### src/rtl/cmc_pkg.sv
package cmc_pkg;

    typedef enum logic [1:0] {
        LS_INVALID = 2'd0,
        LS_SHARED  = 2'd1,
        LS_EXCL    = 2'd2
    } line_st_e;

    typedef enum logic [2:0] {
        AK_HIT     = 3'd0,
        AK_READ    = 3'd1,
        AK_WRITE   = 3'd2,
        AK_UPGRADE = 3'd3,
        AK_MERGE   = 3'd4
    } acc_kind_e;

    typedef enum logic [1:0] {
        DR_READ    = 2'd0,
        DR_WRITE   = 2'd1,
        DR_UPGRADE = 2'd2
    } dir_kind_e;

    typedef enum logic {
        FS_RUN,
        FS_WAIT_FILL
    } ctl_st_e;

endpackage

### src/rtl/cmc_line_states.sv
module cmc_line_states
    import cmc_pkg::*;
#(
    parameter int LINE_W = 4
) (
    input  logic              clk,
    input  logic              rst_n,
    input  logic [LINE_W-1:0] rd_line,
    output line_st_e          rd_state,
    input  logic              fill_en,
    input  logic [LINE_W-1:0] fill_line,
    input  dir_kind_e         fill_kind,
    input  logic              fill_killed,
    input  logic              inv_en,
    input  logic [LINE_W-1:0] inv_line
);
    localparam int LINES = 1 << LINE_W;

    line_st_e st_q [LINES];

    assign rd_state = st_q[rd_line];

    always_ff @(posedge clk) begin
        if (!rst_n) begin
            for (int i = 0; i < LINES; i++) begin
                st_q[i] <= LS_INVALID;
            end
        end else begin
            if (fill_en) begin
                if (fill_killed) begin
                    st_q[fill_line] <= LS_INVALID;
                end else if (fill_kind == DR_READ) begin
                    st_q[fill_line] <= LS_SHARED;
                end else begin
                    st_q[fill_line] <= LS_EXCL;
                end
            end
            // invalidation applied last so it wins over a same-cycle fill
            if (inv_en) begin
                st_q[inv_line] <= LS_INVALID;
            end
        end
    end

    AST_INV_TAKES_EFFECT: assert property (@(posedge clk) disable iff (!rst_n)
        inv_en |=> st_q[$past(inv_line)] == LS_INVALID);

    AST_KILLED_FILL_STAYS_INVALID: assert property (@(posedge clk) disable iff (!rst_n)
        (fill_en && fill_killed) |=> st_q[$past(fill_line)] == LS_INVALID);

endmodule

### src/rtl/cmc_miss_table.sv
module cmc_miss_table
    import cmc_pkg::*;
#(
    parameter int LINE_W  = 4,
    parameter int ENTRY_N = 4,
    parameter int TAG_W   = 2
) (
    input  logic              clk,
    input  logic              rst_n,
    // search by line address
    input  logic [LINE_W-1:0] lk_line,
    output logic              lk_hit,
    output logic [TAG_W-1:0]  lk_tag,
    output dir_kind_e         lk_kind,
    // allocation
    output logic [TAG_W-1:0]  free_tag,
    output logic              full,
    input  logic              alloc_en,
    input  dir_kind_e         alloc_kind,
    input  logic              alloc_killed,
    // remote invalidation
    input  logic              inv_en,
    input  logic [LINE_W-1:0] inv_line,
    // fill completion
    input  logic              fill_en,
    input  logic [TAG_W-1:0]  fill_tag,
    output logic [LINE_W-1:0] fill_line,
    output dir_kind_e         fill_kind,
    output logic              fill_killed
);
    logic [ENTRY_N-1:0] ent_v;
    logic [ENTRY_N-1:0] ent_kill;
    logic [LINE_W-1:0]  ent_line [ENTRY_N];
    dir_kind_e          ent_kind [ENTRY_N];
    logic [ENTRY_N-1:0] hit_vec;

    for (genvar g = 0; g < ENTRY_N; g++) begin : g_match
        assign hit_vec[g] = ent_v[g] && (ent_line[g] == lk_line);
    end

    always_comb begin
        lk_hit  = 1'b0;
        lk_tag  = '0;
        lk_kind = DR_READ;
        for (int i = 0; i < ENTRY_N; i++) begin
            if (hit_vec[i]) begin
                lk_hit  = 1'b1;
                lk_tag  = TAG_W'(i);
                lk_kind = ent_kind[i];
            end
        end
    end

    always_comb begin
        full     = 1'b1;
        free_tag = '0;
        for (int i = ENTRY_N - 1; i >= 0; i--) begin
            if (!ent_v[i]) begin
                full     = 1'b0;
                free_tag = TAG_W'(i);
            end
        end
    end

    assign fill_line   = ent_line[fill_tag];
    assign fill_kind   = ent_kind[fill_tag];
    assign fill_killed = ent_kill[fill_tag];

    always_ff @(posedge clk) begin
        if (!rst_n) begin
            ent_v    <= '0;
            ent_kill <= '0;
            for (int i = 0; i < ENTRY_N; i++) begin
                ent_line[i] <= '0;
                ent_kind[i] <= DR_READ;
            end
        end else begin
            for (int i = 0; i < ENTRY_N; i++) begin
                if (fill_en && fill_tag == TAG_W'(i)) begin
                    ent_v[i] <= 1'b0;
                end
                if (inv_en && ent_v[i] && ent_line[i] == inv_line) begin
                    ent_kill[i] <= 1'b1;
                end
                if (alloc_en && free_tag == TAG_W'(i)) begin
                    ent_v[i]    <= 1'b1;
                    ent_line[i] <= lk_line;
                    ent_kind[i] <= alloc_kind;
                    ent_kill[i] <= alloc_killed;
                end
            end
        end
    end

    AST_FILL_TARGETS_LIVE_ENTRY: assert property (@(posedge clk) disable iff (!rst_n)
        fill_en |-> ent_v[fill_tag]);

    AST_ALLOC_HAS_ROOM: assert property (@(posedge clk) disable iff (!rst_n)
        alloc_en |-> !full);

    AST_ONE_ENTRY_PER_LINE: assert property (@(posedge clk) disable iff (!rst_n)
        $onehot0(hit_vec));

    AST_NO_SECOND_REQUEST: assert property (@(posedge clk) disable iff (!rst_n)
        alloc_en |-> !lk_hit);

endmodule

### src/rtl/coh_miss_classifier.sv
module coh_miss_classifier
    import cmc_pkg::*;
#(
    parameter int LINE_W  = 4,
    parameter int ENTRY_N = 4,
    parameter int TAG_W   = (ENTRY_N > 1) ? $clog2(ENTRY_N) : 1
) (
    input  logic              clk,
    input  logic              rst_n,
    input  logic              req_valid,
    input  logic              req_write,
    input  logic [LINE_W-1:0] req_line,
    output logic              req_ready,
    output logic              rsp_valid,
    output logic [2:0]        rsp_kind,
    output logic              rd_release,
    output logic              dir_req_valid,
    output logic [1:0]        dir_req_kind,
    output logic [LINE_W-1:0] dir_req_line,
    output logic [TAG_W-1:0]  dir_req_tag,
    input  logic              fill_valid,
    input  logic [TAG_W-1:0]  fill_tag,
    input  logic              inv_valid,
    input  logic [LINE_W-1:0] inv_line
);
    ctl_st_e           ctl_q, ctl_d;
    logic [TAG_W-1:0]  wait_tag_q, wait_tag_d;

    line_st_e          cur_st;
    logic              lk_hit;
    logic [TAG_W-1:0]  lk_tag;
    dir_kind_e         lk_kind;
    logic [TAG_W-1:0]  free_tag;
    logic              full;
    logic [LINE_W-1:0] fill_line;
    dir_kind_e         fill_kind;
    logic              fill_killed;

    acc_kind_e         kind;
    dir_kind_e         alloc_kind;
    logic              accept;
    logic              alloc_en;
    logic              alloc_killed;
    logic              wr_to_pending;
    logic              awaited_fill;

    cmc_line_states #(.LINE_W(LINE_W)) u_states (
        .clk         (clk),
        .rst_n       (rst_n),
        .rd_line     (req_line),
        .rd_state    (cur_st),
        .fill_en     (fill_valid),
        .fill_line   (fill_line),
        .fill_kind   (fill_kind),
        .fill_killed (fill_killed),
        .inv_en      (inv_valid),
        .inv_line    (inv_line)
    );

    cmc_miss_table #(.LINE_W(LINE_W), .ENTRY_N(ENTRY_N), .TAG_W(TAG_W)) u_table (
        .clk          (clk),
        .rst_n        (rst_n),
        .lk_line      (req_line),
        .lk_hit       (lk_hit),
        .lk_tag       (lk_tag),
        .lk_kind      (lk_kind),
        .free_tag     (free_tag),
        .full         (full),
        .alloc_en     (alloc_en),
        .alloc_kind   (alloc_kind),
        .alloc_killed (alloc_killed),
        .inv_en       (inv_valid),
        .inv_line     (inv_line),
        .fill_en      (fill_valid),
        .fill_tag     (fill_tag),
        .fill_line    (fill_line),
        .fill_kind    (fill_kind),
        .fill_killed  (fill_killed)
    );

    // classification of the presented access
    always_comb begin
        kind = AK_HIT;
        if (!req_write) begin
            if (lk_hit && (lk_kind != DR_UPGRADE || cur_st == LS_INVALID)) begin
                kind = AK_MERGE;
            end else if (cur_st != LS_INVALID) begin
                kind = AK_HIT;
            end else begin
                kind = AK_READ;
            end
        end else begin
            unique case (cur_st)
                LS_EXCL:   kind = AK_HIT;
                LS_SHARED: kind = AK_UPGRADE;
                default:   kind = AK_WRITE;
            endcase
        end
    end

    always_comb begin
        unique case (kind)
            AK_WRITE:   alloc_kind = DR_WRITE;
            AK_UPGRADE: alloc_kind = DR_UPGRADE;
            default:    alloc_kind = DR_READ;
        endcase
    end

    assign wr_to_pending = req_valid && req_write && lk_hit;
    assign req_ready     = (ctl_q == FS_RUN) && !fill_valid && !full && !wr_to_pending;
    assign accept        = req_valid && req_ready;
    assign alloc_en      = accept && (kind == AK_READ || kind == AK_WRITE || kind == AK_UPGRADE);
    assign alloc_killed  = inv_valid && (inv_line == req_line);
    assign awaited_fill  = fill_valid && (fill_tag == wait_tag_q);

    // next state
    always_comb begin
        ctl_d      = ctl_q;
        wait_tag_d = wait_tag_q;
        unique case (ctl_q)
            FS_RUN: begin
                if (accept && kind == AK_READ) begin
                    ctl_d      = FS_WAIT_FILL;
                    wait_tag_d = free_tag;
                end else if (accept && kind == AK_MERGE) begin
                    ctl_d      = FS_WAIT_FILL;
                    wait_tag_d = lk_tag;
                end
            end
            FS_WAIT_FILL: begin
                if (awaited_fill) begin
                    ctl_d = FS_RUN;
                end
            end
            default: ctl_d = FS_RUN;
        endcase
    end

    // state register
    always_ff @(posedge clk) begin
        if (!rst_n) begin
            ctl_q      <= FS_RUN;
            wait_tag_q <= '0;
        end else begin
            ctl_q      <= ctl_d;
            wait_tag_q <= wait_tag_d;
        end
    end

    // registered outputs
    always_ff @(posedge clk) begin
        if (!rst_n) begin
            rsp_valid     <= 1'b0;
            rsp_kind      <= '0;
            rd_release    <= 1'b0;
            dir_req_valid <= 1'b0;
            dir_req_kind  <= '0;
            dir_req_line  <= '0;
            dir_req_tag   <= '0;
        end else begin
            rsp_valid     <= accept;
            rsp_kind      <= kind;
            rd_release    <= (ctl_q == FS_WAIT_FILL) && awaited_fill;
            dir_req_valid <= alloc_en;
            dir_req_kind  <= alloc_kind;
            dir_req_line  <= req_line;
            dir_req_tag   <= free_tag;
        end
    end

    AST_READ_MISS_STALLS: assert property (@(posedge clk) disable iff (!rst_n)
        (rsp_valid && (rsp_kind == AK_READ || rsp_kind == AK_MERGE)) |-> !req_ready);

    AST_WRITE_POSTED: assert property (@(posedge clk) disable iff (!rst_n)
        (rsp_valid && (rsp_kind == AK_WRITE || rsp_kind == AK_UPGRADE)) |-> ctl_q == FS_RUN);

    AST_HIT_NO_DIR: assert property (@(posedge clk) disable iff (!rst_n)
        (rsp_valid && rsp_kind == AK_HIT) |-> !dir_req_valid);

    AST_MERGE_NO_DIR: assert property (@(posedge clk) disable iff (!rst_n)
        (rsp_valid && rsp_kind == AK_MERGE) |-> !dir_req_valid);

    AST_RELEASE_AFTER_FILL: assert property (@(posedge clk) disable iff (!rst_n)
        rd_release |-> $past(fill_valid));

endmodule

### config.mk
export PLATFORM = sky130hd
export DESIGN_NAME = coh_miss_classifier
export DESIGN_NICKNAME = d
export VERILOG_FILES = /design/src/rtl/cmc_pkg.sv /design/src/rtl/cmc_line_states.sv /design/src/rtl/cmc_miss_table.sv /design/src/rtl/coh_miss_classifier.sv
export SDC_FILE = /design/constraint.sdc
export NUM_CORES = 1
export LEC_CHECK = 0
export ABC_AREA = 0
export BUFFER_PORTS_ARGS = -buffer_cell sky130_fd_sc_hd__buf_2
export CAP_MARGIN = 15
export CORE_MARGIN = 8
export CORE_UTILIZATION = 55
export DETAILED_ROUTE_END_ITERATION = 8
export PLACE_DENSITY = 0.79
export SLEW_MARGIN = 40
export SYNTH_ARGS = -nofsm -noshare
export SYNTH_HDL_FRONTEND = slang
export SYNTH_SLANG_ARGS = --single-unit
### constraint.sdc
create_clock -name clk -period 6.2 [get_ports clk]
set_input_delay 1.55 -clock clk [delete_from_list [all_inputs] [get_ports clk]]
set_output_delay 1.55 -clock clk [all_outputs]
set_load 0.01 [all_outputs]
Yosys cells after proc, flatten, opt, wreduce, memory -nomap -nowiden:

Memories as Yosys holds them, arrays and structs flattened.
Cells that the tools add are included.

* order comparisons: 1
* equal/unequal tests: 23
* muxes and demuxes: 94
* bitwise gates (word level): 11
* reduce and logical (&&, ||, !) cells: 56

Operators with widths (count)
* $mux W1: 62
* $mux W2: 20
* $eq A4 B4 Y1: 9
* $logic_and A1 B1 Y1: 33
* $mux W4: 6
* $reduce_bool A2 Y1: 10
* $eq A2 B2 Y1 const B: 5
* $or A1 B1 Y1: 10
* $logic_not A2 Y1: 4
* $pmux W2 S2: 2
* $eq A2 B1 Y1 const B: 3
* $eq A3 B2 Y1 const B: 2
* $mux W3: 2
* $reduce_or A2 Y1: 2
* $eq A3 B1 Y1 const B: 1
* $eq A3 B3 Y1 const B: 1
* $logic_not A1 Y1: 3
* $logic_or A1 B1 Y1: 3
* $lt A2 B3 Y1 const B: 1
* $bmux W1 S2: 1
* $eq A2 B2 Y1: 1
* $ne A2 B2 Y1 const B: 1
* $pmux W1 S2: 1
* $reduce_and A2 Y1: 1
* $not A1 Y1: 1

* register bits: 25
* bits in writable memories: 56
* input port bits: 16
* output and inout port bits: 15
* logic and storage cells: 205
* memories: 3

Memories
* u_states.st_q: words 16, bits a word 2, rd ports 1, clocked after memory_dff 0, write ports 16, line cmc_line_states.sv:19 `line_st_e st_q [LINES];`
* u_table.ent_line: words 4, bits a word 4, rd ports 5, clocked after memory_dff 0, write ports 4, line cmc_miss_table.sv:33 `logic [LINE_W-1:0] ent_line [ENTRY_N];`
* u_table.ent_kind: words 4, bits a word 2, rd ports 5, clocked after memory_dff 0, write ports 4, line cmc_miss_table.sv:34 `dir_kind_e ent_kind [ENTRY_N];`

Longest topological paths before layout:

An unclocked memory read counts as a cell.

* word-level depth: 21
* depth in mapped cells: 11

Modules after synthesis:

Synthesis repeated with hierarchy kept, for this count alone.

* cells, all modules: 493
* area, all modules: 4860.9 um^2

By module, submodules not included
* cmc_line_states: instances 1, cells an instance 234, area an instance 2095.8 um^2, seq. area each 640.6 um^2
* cmc_miss_table: instances 1, cells an instance 186, area an instance 2068.2 um^2, seq. area each 880.8 um^2
* coh_miss_classifier: instances 1, cells an instance 73, area an instance 696.9 um^2, seq. area each 340.3 um^2

Worst setup path before layout:

Ideal clock, no wire load.

* path kind: input -> output
* start: input port req_line[2]
* end: output port req_ready
* arrival time: 2937 ps
* data required time: 4650 ps
* slack: 1713 ps
* stages: 7
* path through: clkbuf_2 -> buf_2 -> xor2_1 -> nor3_1 -> nand3_1 -> nand4_1 -> a31oi_1

* longest elaborated chain between the ends: 9
* elaborated cells between the ends (all ways): 15
* classes of those cells: eq/ne: 4; mux: 4; reduce/logical: 7

Ends and longest elaborated chain
* start: declaration: line coh_miss_classifier.sv:12 `input logic [LINE_W-1:0] req_line,`
* $eq A4 B4 Y1: line cmc_miss_table.sv:38 `assign hit_vec[g] = ent_v[g] && (ent_line[g] == lk_line);`
* $logic_and A1 B1 Y1: line cmc_miss_table.sv:38
* $mux W1 (3 in series): line cmc_miss_table.sv:46 `if (hit_vec[i]) begin`
* $mux W1 (*): line cmc_miss_table.sv:46
* $logic_and A1 B1 Y1 (*): line coh_miss_classifier.sv:109 `assign wr_to_pending = req_valid && req_write && lk_hit;`
* $logic_not A1 Y1 (*): line coh_miss_classifier.sv:110 `assign req_ready = (ctl_q == FS_RUN) && !fill_valid && !full && !wr_to_pending;`
* $logic_and A1 B1 Y1 (*): line coh_miss_classifier.sv:110
* end: declaration: line coh_miss_classifier.sv:13 `output logic req_ready,`

Every way passes the cells marked *; elsewhere a longest branch is shown, timed or not.

Final worst setup path:

* start: input port req_line[0]
* end: output port req_ready

The elaborated chain is that of the path after synthesis.

==> reports/results.txt <==
The share of the cycle needed by the critical path after routing was 77.5%. The simple logic cell fraction of the synthesized area is 25.6%. For the count of mapped cells out of synthesis, the log shows 470. The detailed router finished its first iteration with 391 violations.

Summed over all cells, the static leakage comes to 1.79 nW. Global routing used 20.6% of the available tracks across all layers. The synthesized netlist devotes 8.92% of its cell area to compound gates. A synthesized cell averages 9.04 um2. The number of antenna-violating nets in the routed design was 0. The area share of xor/xnor cells in the synthesized design works out to 7.21%. At the later pin of the worst-skew pair, clock insertion delay measures 0.37 ns. The run gives 4.65 ns as the data required time at the worst endpoint. Final setup slack of the worst path: 1.39 ns.

The tools report the critical path launch point type as an input pin. Setup repair after global routing left no endpoint under its margin. The tools report the number of hold violations in the final report as 0. Post-synthesis async set-or-reset flop share: 0%. The largest stage delay on the critical path was 0.53 ns. The area share of the largest cell type after synthesis was 26.8%. The Yosys step of the flow raised 0 warnings.

The die covers 10,800 um2. The run gives 18,200 um as the wire length of the first global-routing pass. After synthesis, the largest family of logic cells by area is simple AND/OR/NAND/NOR gates. After floorplanning, the core was divided into 32 placement rows. The worst max-slew margin expressed relative to the limit came out at 48.5%. At the end of the flow, the number of nets in the layout was 506. The clock passes through at most 2 buffers. For this run, design rule violations remaining after detail routing come to 0.

The cell chosen for the clock root was sky130_fd_sc_hd__clkbuf_8. Among the stages of the critical path, the cell type that occurs most often is sky130_fd_sc_hd__buf_2. Number of buffers inserted for hold repair after clock tree synthesis: 0. During I/O placement, the number of pins put on the boundary was 31. Summed over all layers, the routed wires come to 11,100 um.

Yosys attributes the largest share of cell area to sky130_fd_sc_hd__dfxtp_1 (27%), sky130_fd_sc_hd__edfxtp_1 (17%), sky130_fd_sc_hd__mux4_2 (6.9%). The synthesized netlist occupies a cell area of 4250 um2. For this run, the top clock speed supported by timing is 0.208 GHz.

Sequential elements use 43.8% of the synthesized area. Startpoint of the most critical register-to-register path: u_states.st_q[10][1]. The run gives 1.40 ns as the worst setup timing slack at the placement stage. The leading cell type by number of instances after synthesis is sky130_fd_sc_hd__nor2_1.

In this run the critical register-to-register path is captured at u_table.ent_line[3][2]. Max-cap violations in this run came to 0. The min-delay analysis places its worst path in the category register to register.

The cell accounting for the most synthesized area is sky130_fd_sc_hd__dfxtp_1. The tools report the starting density of the core as 55.9%. For the number of antenna violations at the first check in global routing, the log shows 0. The number of max-slew violations in the final report was 0. The number of instances resized during post-cts repair came out at 0.

The count of buffers added on input and output ports is 30. The via count of the first global-routing pass is 3,557, and the iteration count of the initial detailed-routing pass is 5. The run gives 0 ns as the total negative slack for setup checks. Traced cell by cell, the critical path runs through buf_2 > nand2b_1 > o2111ai_1 > or4_1 > nand4_1 > a31oi_1 > buf_2.

Setup slack on the worst reg-to-reg path comes out at 3.24 ns. The highest-delay cell along the critical path is sky130_fd_sc_hd__or4_1. The critical path crosses 7 cells after its start point. The vertical die dimension was 104 um; the measured slew at the worst slew-check pin was 0.771 ns.

TritonCTS built the clock tree. The power after layout is 1.08 mW, and the number of vias per cell after detailed routing is 6.19. The run gives 0 as the setup-violating endpoint count in the final report.

Gate family responsible for the most delay along the worst path: simple AND/OR/NAND/NOR gates. The critical path is of the input pin to output pin type. Once detailed placement completed, the half-perimeter wirelength came to 7850 um. In the final routed layout, each cell accounts on average for 18.5 um. After synthesis, the share of cell area in mux cells is 10.5%. For the worst setup path, the data arrival time is 3.26 ns. Maximum number of pins on one net before global-route repair: 60.

The maximum ir drop on the vdd rail was 117 uV. The worst hold path was traced through 2 stages. Compared with the post-synthesis result, the final layout area differs by 9.07%.

The hold path endpoint is u_states.st_q[9][1]. The number of H-tree levels was 3. The flow ran to the end, and the final reports show no timing, DRC or antenna violations.

Of the cells placed in the final design, the portion with a size suffix greater than 1 is 17.0%. For this design the ratio of total power to cell area is 232 nW/um2. The number of flip-flops and latches in the synthesized netlist works out to 81. The largest fanout on the critical path was 12; the clock-pin transition on the worst setup and hold timing paths was 0.08 ns.

The tools report the number of clock buffers inserted by TritonCTS as 9. For the remaining global-route overflow, the log shows 0. Counting every sink on the clock net gives 81.

The synthesized design contains 24 enable-type register cells. When the netlist entered floorplanning its net count stood at 486. The number of post-CTS setup repair buffers came out at 0.

The most critical setup path has its startpoint at req_line[0]. Routability-driven placement finished with a final weighted congestion of 0.941. The leading register cell type out of synthesis is sky130_fd_sc_hd__dfxtp_1.

For the clock skew, the log shows 0.0156 ns. The number of inserted diodes is 0, and the number of cell instances on the worst register-to-register path is 7. The area of the core region came out at 7610 um2. The width of the die was 104 um; the worst path buffer plus inverter count was 2. The commonest cells after synthesis are sky130_fd_sc_hd__nor2_1 (69), sky130_fd_sc_hd__dfxtp_1 (57), sky130_fd_sc_hd__nand2_1 (50). The synthesized netlist devotes 0% of its cell area to adder and majority cells. For the finished layout, the period the worst path requires is 4.81 ns. Critical path capture point type: an output pin. The tools report the count of cell types in the netlist as 51. Across all layers, the routed design uses 3,695 vias.

The worst hold path startpoint is u_states.st_q[9][1].
==> cell usage in the layout (no fill, tap or decap), types with 13 or more instances in the layout <==
cell type and instances:
sky130_fd_sc_hd__buf_2 30, sky130_fd_sc_hd__nand3_1 31, sky130_fd_sc_hd__dfxtp_1 57, sky130_fd_sc_hd__mux4_2 13
sky130_fd_sc_hd__a21oi_1 28, sky130_fd_sc_hd__edfxtp_1 24, sky130_fd_sc_hd__xor2_1 23, sky130_fd_sc_hd__nand2_1 50
sky130_fd_sc_hd__nor2_1 69, sky130_fd_sc_hd__inv_1 14
==> cell families after synthesis <==
kind of cell              after synthesis
muxes                                  26
and+or+nand+nor                       226
DFF                                    81
buffers and inverters                  38
xor gates and xnor gates               35
AOI/OAI and AO/OA                      64
==> worst max-delay path by stage <==
stage,to,slack [ns]
global placement,req_ready,1.42
floorplan,req_ready,1.71
global route,req_ready,1.22
detailed placement,req_ready,1.40
finish,req_ready,1.39
CTS,req_ready,1.40
==> power breakdown <==
part	internal (mW)	switching, mW	leakage [nW]
clock network	0.186	0.204	0.101
logic	0.0396	0.0785	0.974
registers	0.558	0.0123	0.711
total	0.783	0.294	1.79
==> state kept, by name, indices dropped and copies added, names as in the netlist, 2 cells and up <==
register          count
u_table.ent_kind      8
dir_req_line          4
u_table.ent_v         4
u_table.ent_line     16
dir_req_tag           2
wait_tag_q            2
u_states.st_q        32
rsp_kind              3
u_table.ent_kill      4
dir_req_kind          2
==> metal layers <==
| layer | track usage (%) | routed length (um) | up-vias |
|---|---|---|---|
| met5 | 0 | 0 | - |
| met4 | 8.27 | 174 | 0 |
| met3 | 4.58 | 1100 | 16 |
| met2 | 30.8 | 5070 | 214 |
| met1 | 28.3 | 4710 | 1772 |
| li1 | - | - | 1693 |
==> worst register-to-register path, stage by stage (launching register included) <==
cell                      delay (ns)
sky130_fd_sc_hd__dfxtp_1        0.33
sky130_fd_sc_hd__mux4_1         0.51
sky130_fd_sc_hd__mux4_2         0.55
sky130_fd_sc_hd__nor2b_4        0.17
sky130_fd_sc_hd__nor3_4         0.16
sky130_fd_sc_hd__nand2_2        0.10
sky130_fd_sc_hd__or3_1          0.53
sky130_fd_sc_hd__nand2_1        0.30
==> area by class of cell <==
| cell class | instances | area, um2 |
|---|---|---|
| inverters | 14 | 52.6 |
| repair buffers | 33 | 173 |
| fillers | 655 | 2970 |
| clock buffers | 9 | 124 |
| well taps | 102 | 128 |
| multi-input cells | 351 | 2230 |
| flip-flops and latches | 81 | 1860 |
| clock inverters | 7 | 70.1 |
==> through the flow <==
step                utilization (%)  instance area [um2]  cells  hold WS, ns
floorplan                         -                 4250    470        0.443
global placement               58.3                 4440    581        0.453
detailed placement             58.3                 4440    581        0.459
CTS                            60.9                 4630    597        0.470
global route                   60.9                 4640    597        0.494
finish                         60.9                 4640    597        0.472
Note: power is estimated with default switching activity, not from simulation.
